File: config.mk
export PLATFORM = sky130hd
export DESIGN_NAME = xsa_adder
export DESIGN_NICKNAME = d
export VERILOG_FILES = /design/src/rtl/xsa_pkg.sv /design/src/rtl/xsa_en_reg.sv /design/src/rtl/xsa_step_logic.sv /design/src/rtl/xsa_zero_detect.sv /design/src/rtl/xsa_ctrl.sv /design/src/rtl/xsa_adder.sv
export SDC_FILE = /design/constraint.sdc
export NUM_CORES = 1
export LEC_CHECK = 0
export BUFFER_PORTS_ARGS = -buffer_cell sky130_fd_sc_hd__buf_2
export CAP_MARGIN = 25
export CORE_MARGIN = 2
export CORE_UTILIZATION = 52
export CTS_BUF_LIST = sky130_fd_sc_hd__clkbuf_4 sky130_fd_sc_hd__clkbuf_8
export CTS_CLUSTER_SIZE = 40
export DETAILED_ROUTE_END_ITERATION = 6
export PLACE_DENSITY = 0.79
export SETUP_SLACK_MARGIN = 0.1
export SKIP_LAST_GASP = 1
export SYNTH_ARGS = -nofsm -noshare
export SYNTH_HDL_FRONTEND = slang
export SYNTH_SLANG_ARGS = --single-unit
File: constraint.sdc
create_clock -name clk -period 1.6 [get_ports clk]
set_input_delay 0.16 -clock clk [delete_from_list [all_inputs] [get_ports clk]]
set_output_delay 0.16 -clock clk [all_outputs]
set_load 0.03 [all_outputs]
File: src/rtl/xsa_pkg.sv
package xsa_pkg;

   typedef enum logic [1:0] {
      XSA_IDLE = 2'd0,
      XSA_EVAL = 2'd1,
      XSA_FEED = 2'd2,
      XSA_FIN  = 2'd3
   } xsa_state_e;

   // Zero-detector build options
   localparam int XSA_ZD_REDUCE = 0;
   localparam int XSA_ZD_CHAIN  = 1;

endpackage

File: src/rtl/xsa_en_reg.sv
module xsa_en_reg #(
   parameter int W = 8
) (
   input  logic         clk,
   input  logic         rst_n,
   input  logic         en,
   input  logic [W-1:0] d,
   output logic [W-1:0] q
);
   initial assert (W >= 1) else $error("xsa_en_reg: W must be at least 1");

   always_ff @(posedge clk or negedge rst_n) begin
      if (!rst_n)  q <= '0;
      else if (en) q <= d;
   end
endmodule

File: src/rtl/xsa_step_logic.sv
module xsa_step_logic #(
   parameter int W = 9
) (
   input  logic [W-1:0] op_x,
   input  logic [W-1:0] op_y,
   output logic [W-1:0] part_sum,
   output logic [W-1:0] carry_word
);
   initial assert (W >= 2) else $error("xsa_step_logic: W must be at least 2");

   assign carry_word[0] = 1'b0;

   for (genvar i = 0; i < W; i++) begin : g_bit
      assign part_sum[i] = op_x[i] ^ op_y[i];
      if (i < W - 1) begin : g_carry
         assign carry_word[i+1] = op_x[i] & op_y[i];
      end
   end
endmodule

File: src/rtl/xsa_zero_detect.sv
module xsa_zero_detect #(
   parameter int W     = 9,
   parameter int STYLE = 0
) (
   input  logic [W-1:0] vec,
   output logic         is_zero
);
   import xsa_pkg::*;

   initial assert (W >= 1) else $error("xsa_zero_detect: W must be at least 1");
   initial assert (STYLE == XSA_ZD_REDUCE || STYLE == XSA_ZD_CHAIN)
      else $error("xsa_zero_detect: unknown STYLE");

   if (STYLE == XSA_ZD_CHAIN) begin : g_chain
      logic [W-1:0] any_set;
      assign any_set[0] = vec[0];
      for (genvar i = 1; i < W; i++) begin : g_link
         assign any_set[i] = any_set[i-1] | vec[i];
      end
      assign is_zero = ~any_set[W-1];
   end else begin : g_reduce
      assign is_zero = ~(|vec);
   end
endmodule

File: src/rtl/xsa_ctrl.sv
module xsa_ctrl (
   input  logic clk,
   input  logic rst_n,
   input  logic start,
   input  logic carry_zero,
   output logic load_ops,
   output logic use_feedback,
   output logic load_words,
   output logic finished
);
   import xsa_pkg::*;

   xsa_state_e state_q, state_d;

   always_ff @(posedge clk or negedge rst_n) begin
      if (!rst_n) state_q <= XSA_IDLE;
      else        state_q <= state_d;
   end

   always_comb begin
      state_d      = state_q;
      load_ops     = 1'b0;
      use_feedback = 1'b0;
      load_words   = 1'b0;
      unique case (state_q)
         XSA_IDLE: begin
            if (start) begin
               load_ops = 1'b1;
               state_d  = XSA_EVAL;
            end
         end
         XSA_EVAL: begin
            load_words = 1'b1;
            state_d    = XSA_FEED;
         end
         XSA_FEED: begin
            if (carry_zero) begin
               state_d = XSA_FIN;
            end else begin
               load_ops     = 1'b1;
               use_feedback = 1'b1;
               state_d      = XSA_EVAL;
            end
         end
         XSA_FIN: state_d = XSA_IDLE;
         default: state_d = XSA_IDLE;
      endcase
   end

   assign finished = (state_q == XSA_FIN);
endmodule

File: src/rtl/xsa_adder.sv
module xsa_adder #(
   parameter int OPW      = 8,
   parameter int ZD_STYLE = 0
) (
   input  logic           clk,
   input  logic           rst_n,
   input  logic           start,
   input  logic [OPW-1:0] addend_a,
   input  logic [OPW-1:0] addend_b,
   output logic [OPW:0]   result,
   output logic           done
);
   localparam int RW = OPW + 1;

   initial assert (OPW >= 1) else $error("xsa_adder: OPW must be at least 1");

   logic          load_ops, use_feedback, load_words, carry_zero;
   logic [RW-1:0] opx_q, opy_q, opx_d, opy_d;
   logic [RW-1:0] psum_c, cword_c, psum_q, cword_q;

   // Operand input selectors: external addends or fed-back words
   always_comb begin
      if (use_feedback) begin
         opx_d = psum_q;
         opy_d = cword_q;
      end else begin
         opx_d = {1'b0, addend_a};
         opy_d = {1'b0, addend_b};
      end
   end

   xsa_en_reg #(.W(RW)) u_opx (
      .clk(clk), .rst_n(rst_n), .en(load_ops), .d(opx_d), .q(opx_q)
   );
   xsa_en_reg #(.W(RW)) u_opy (
      .clk(clk), .rst_n(rst_n), .en(load_ops), .d(opy_d), .q(opy_q)
   );

   xsa_step_logic #(.W(RW)) u_step (
      .op_x(opx_q), .op_y(opy_q), .part_sum(psum_c), .carry_word(cword_c)
   );

   xsa_en_reg #(.W(RW)) u_psum (
      .clk(clk), .rst_n(rst_n), .en(load_words), .d(psum_c), .q(psum_q)
   );
   xsa_en_reg #(.W(RW)) u_cword (
      .clk(clk), .rst_n(rst_n), .en(load_words), .d(cword_c), .q(cword_q)
   );

   xsa_zero_detect #(.W(RW), .STYLE(ZD_STYLE)) u_zd (
      .vec(cword_q), .is_zero(carry_zero)
   );

   xsa_ctrl u_ctrl (
      .clk(clk), .rst_n(rst_n), .start(start), .carry_zero(carry_zero),
      .load_ops(load_ops), .use_feedback(use_feedback),
      .load_words(load_words), .finished(done)
   );

   assign result = psum_q;
endmodule

; ---- Word-level counts from Yosys, hierarchy flattened
; Cells that the tools add are included.
[classes]
n_eq_ne = 4
muxes = 10
bitwise = 17
reduce_logical = 2
[op_table]
columns = op, n
row1 = 9-bit 2-to-1 mux, 2
row2 = 1-bit XOR, 9
row3 = 1-bit AND, 8
row4 = 2-bit one-hot mux with 4 select lines, 1
row5 = 8-bit OR reduction, 1
row6 = "2-bit equality test, second input constant", 2
row7 = 1-bit 2-to-1 mux, 4
row8 = 2-bit 2-to-1 mux, 2
row9 = "2-bit by 1-bit equality test with 1-bit output, second input constant", 1
row10 = 2-bit logical NOT, 1
row11 = "2-bit inequality test, second input constant", 1
row12 = 1-bit one-hot mux with 2 select lines, 1
[word_totals]
reg_bits = 37
in_bits = 19
output_inout_bits = 10
elab_cells = 38

; ---- Longest topological paths before layout
[logic_depth]
depth_word = 4
ltp_mapped = 5
ltp_nobuf = 3

; ---- Hierarchy
; A second synthesis with hierarchy kept.
[hier_totals]
hier_cells = 122
area_unflattened_um2 = 2001.9
[by_module_without_submodules]
columns = mod, n_inst, cells_per_inst, area_per_inst_um2, seq_area_each_um2
row1 = xsa_en_reg, 4, 19, 371.6, 225.2
row2 = xsa_adder, 1, 20, 256.5, 0.0
row3 = xsa_step_logic, 1, 11, 120.1, 0.0
row4 = xsa_ctrl, 1, 12, 112.6, 50.0
row5 = xsa_zero_detect, 1, 3, 26.3, 0.0

; ---- Least setup slack after synthesis
; No wires, ideal clock.
[synth_path]
kind = register to register
startpoint = register u_ctrl.state_q[0]
endpoint = register u_opx.q[5]
setup_ps = 125
arrival_ps = 1434
t_required_ps = 1475
slack_ps = 41
path_stages_with_launch = 6
path_buffers = 2
synth_period_minus_slack_ps = 1559
path_cell_list = dfrtp_1 and2b_1 buf_6 a21boi_4 buf_8 mux2_4
[synth_between]
elab_chain_cells = 3
word_cells_on_any_way = 5
cone_classes = eq/ne: 1 / mux: 3 / reduce/logical: 1
[synth_rtl]
columns = item, line_no
row1 = "start, declared", xsa_ctrl.sv:13  ; xsa_state_e state_q, state_d;
row2 = "start signal, assigned", xsa_ctrl.sv:17  ; else state_q <= state_d;
row3 = 2-bit equality test, xsa_ctrl.sv:25  ; unique case (state_q)
row4 = 1-bit 2-to-1 mux, xsa_ctrl.sv:25
row5 = 9-bit 2-to-1 mux, xsa_adder.sv:23  ; if (use_feedback) begin
row6 = "end signal, assigned", xsa_en_reg.sv:13  ; if (!rst_n) q <= '0;
row7 = "end signal, assigned", xsa_en_reg.sv:14  ; else if (en) q <= d;
row8 = "end, declared", xsa_en_reg.sv:8  ; output logic [W-1:0] q
; Parallel ways exist; a longest one is shown, timed or not.
; A chain may end at the register's enable or synchronous reset.

; ---- Worst setup path in the final report
[layout_path]
startpoint = register u_ctrl.state_q[1]
endpoint = register u_opx.q[8]
; Same word-level chain as after synthesis.

==> flow_summary.json <==
{
  "clkSinkCount": 37,
  "drive_gt1_frac": 0.535,
  "hpwl_um": 2240,
  "cts-root-buf": "clkbuf_4",
  "portBuffers": 28,
  "first_pass_iters": 4,
  "antenna_left": 0,
  "stdcell_area_mm2": 0.00217,
  "rows": 20,
  "syn_area_per_cell_um2": 14.0,
  "ir_drop_uv": 933,
  "fmax_ghz": 0.648,
  "diodes": 0,
  "hold_viol": 0,
  "seqCellArea_um2": 927,
  "grt_setup_unrepaired": "true",
  "gr-usage-all-layers": 0.209,
  "fin_nets": 198,
  "synth_seq_cells": 37,
  "synth_area_leaders": "dfrtp_1, mux2_2, ha_1, mux2i_1, nor4_4",
  "fp.dieArea_mm2": 0.00382,
  "synth.top_cell.area_share": 0.532,
  "endpoint_kind": "flip-flop",
  "placed_cell_area_mm2": 0.00198,
  "min_period_over_period": 0.964,
  "clock_latency_ns": 0.35,
  "period_minus_slack_ns": 1.54,
  "drcViolationCount": 0,
  "post-route-util": 0.694,
  "crit_arrival_ns": 1.77,
  "via_per_inst": 5.23,
  "fp.dieW_um": 61.8,
  "wire_per_inst_um": 15.7,
  "core_mm2": 0.00313,
  "grt_overflow_total": 0,
  "multi_input_area_um2": 806,
  "cts_buffers": 5,
  "status": "complete, no violations",
  "ys_seq_area_frac": 0.532,
  "clockBufferDepth": 2,
  "pwr_density_cell_mw_per_mm2": 2050,
  "synthCells": 124,
  "leakage_nw": 1.04,
  "syn-num-nets": 151,
  "via_count": 1129,
  "worstSetupStartpointType": "flip-flop",
  "required_ns": 1.83,
  "path_clk_slew_ns": 0.10,
  "synth_area_leader_cell": "dfrtp_1",
  "wl_um": 3400,
  "antenna_found_initial": 0,
  "cts_tree": "built",
  "syn2layout_area_growth_pct": 24.8,
  "r2r_setup_slack_ns": 0.06,
  "criticalPathCategory": "reg -> reg",
  "grt_pass1_wl_um": 5610,
  "relSlewSlack": 0.716,
  "yosysUniqueCellTypes": 22,
  "worst_pin_slew_ns": 0.427,
  "cts_max_level": 2,
  "finClkSkew_ns": 0.0102,
  "ios": 29,
  "drv_slew": 0,
  "setup_viol_count_final": 0,
  "hold_class": "in -> reg",
  "maxCapViolCount": 0,
  "grt_max_degree": 21,
  "finalPower_mw": 4.45,
  "gp_congestion": 0.731,
  "grt_pass1_vias": 1262,
  "yosys_warnings": 0,
  "cp_max_fo": 5,
  "synthesis.area_mm2": 0.00174,
  "fillerInstances": 234,
  "drt_iter0_markers": 31,
  "start_util": 0.556,
  "die_h_um": 61.8
}
==> worst paths after layout <==
kind | startpoint | end | cells after the start
min in group asynchronous | rst_n | u_psum.q[4] | 2
max in group asynchronous | rst_n | u_opx.q[6] | 3
hold / removal | start | u_ctrl.state_q[0] | 3
hold reg to reg | u_psum.q[6] | u_opx.q[6] | 1
setup / recovery | u_ctrl.state_q[1] | u_opx.q[8] | 5
setup reg to reg | u_ctrl.state_q[1] | u_opx.q[8] | 5
==> report_power, final <==
part,switching (mW),internal [mW]
Sequential,0.318,1.37
Combinational,1.01,1.24
Clock,0.293,0.226
==> cell families (layout without fill, tap and decap cells) <==
kind of cell    Yosys count  in the layout  synth area share
simple gates             20             20            0.0734
buf+inv                   6             54            0.0281
mux                      41             41             0.262
compound gates           11             11            0.0417
fa+ha+maj                 8              8            0.0576
flops                    37             37             0.532
xor+xnor                  1              1           0.00504
==> cell usage after synthesis <==
library cell	number
buf_4	1
dfrtp_1	37
buf_2	3
buf_8	1
nor3b_1	1
nand2b_1	1
mux2_2	32
mux2_4	1
a21oi_1	1
nor4_4	2
and2_1	1
o21ai_0	8
a21boi_4	1
ha_1	8
and2b_1	1
nor2b_1	2
nand2_1	8
a31o_2	1
buf_6	1
nor2_1	4
xnor2_1	1
mux2i_1	8
==> sequential cells by signal (all words and copies together) (netlist names) <==
name	cells
u_psum.q	9
u_cword.q	8
u_ctrl.state_q	2
u_opy.q	9
u_opx.q	9
==> metal layers <==
metal | share of wire | GRT usage
met5 | 0 | 0
met4 | 0.016 | 0.0912
met3 | 0.049 | 0.0642
met2 | 0.48 | 0.347
met1 | 0.45 | 0.251
==> critical path: stages, from the launching register on <==
cell and delay [ns]:
dfrtp_1 0.40, buf_4 0.14, and2b_1 0.16, a21boi_4 0.23, buf_6 0.16, mux2_2 0.34
==> timing repair <==
action | 4_1_cts | 5_1_grt
hold buffers | 1 | 0
hold endpoints to repair | 17 | 0
endpoints found under the setup margin | 9 | 24
buffers inserted | 6 | 2
cloned | 0 | 1
pin swaps | 1 | 3
gates resized for setup | 12 | 7
==> stage by stage <==
stage | setup WS, ns | hold WS (ns) | setup TNS, ns | instances
global route | -0.0187 | 0.0604 | -0.0583 | 216
floorplan | 0.0407 | -0.136 | 0 | 124
detailed placement | 0.0313 | 0.123 | 0 | 198
finish | 0.0574 | 0.0513 | 0 | 216
CTS | 0.0566 | 0.0228 | 0 | 213
global placement | 0.0718 | 0.113 | 0 | 198
==> cell usage in the layout, fill, tap and decap left out, drive strengths merged, types with 4 or more instances in the layout <==
cell and instances:
nor2 4, mux2i 8, clkbuf 8, buf 45
mux2 33, ha 8, dfrtp 37, nand2 8
o21ai 8
==> area by class of cell <==
cell class,count,share of cell area
multi-input combinational,81,0.371
timing repair buffer,46,0.149
clock buffer,8,0.0277
sequential,37,0.427
tap,44,0.0254
(Power assumes the default switching activity.)
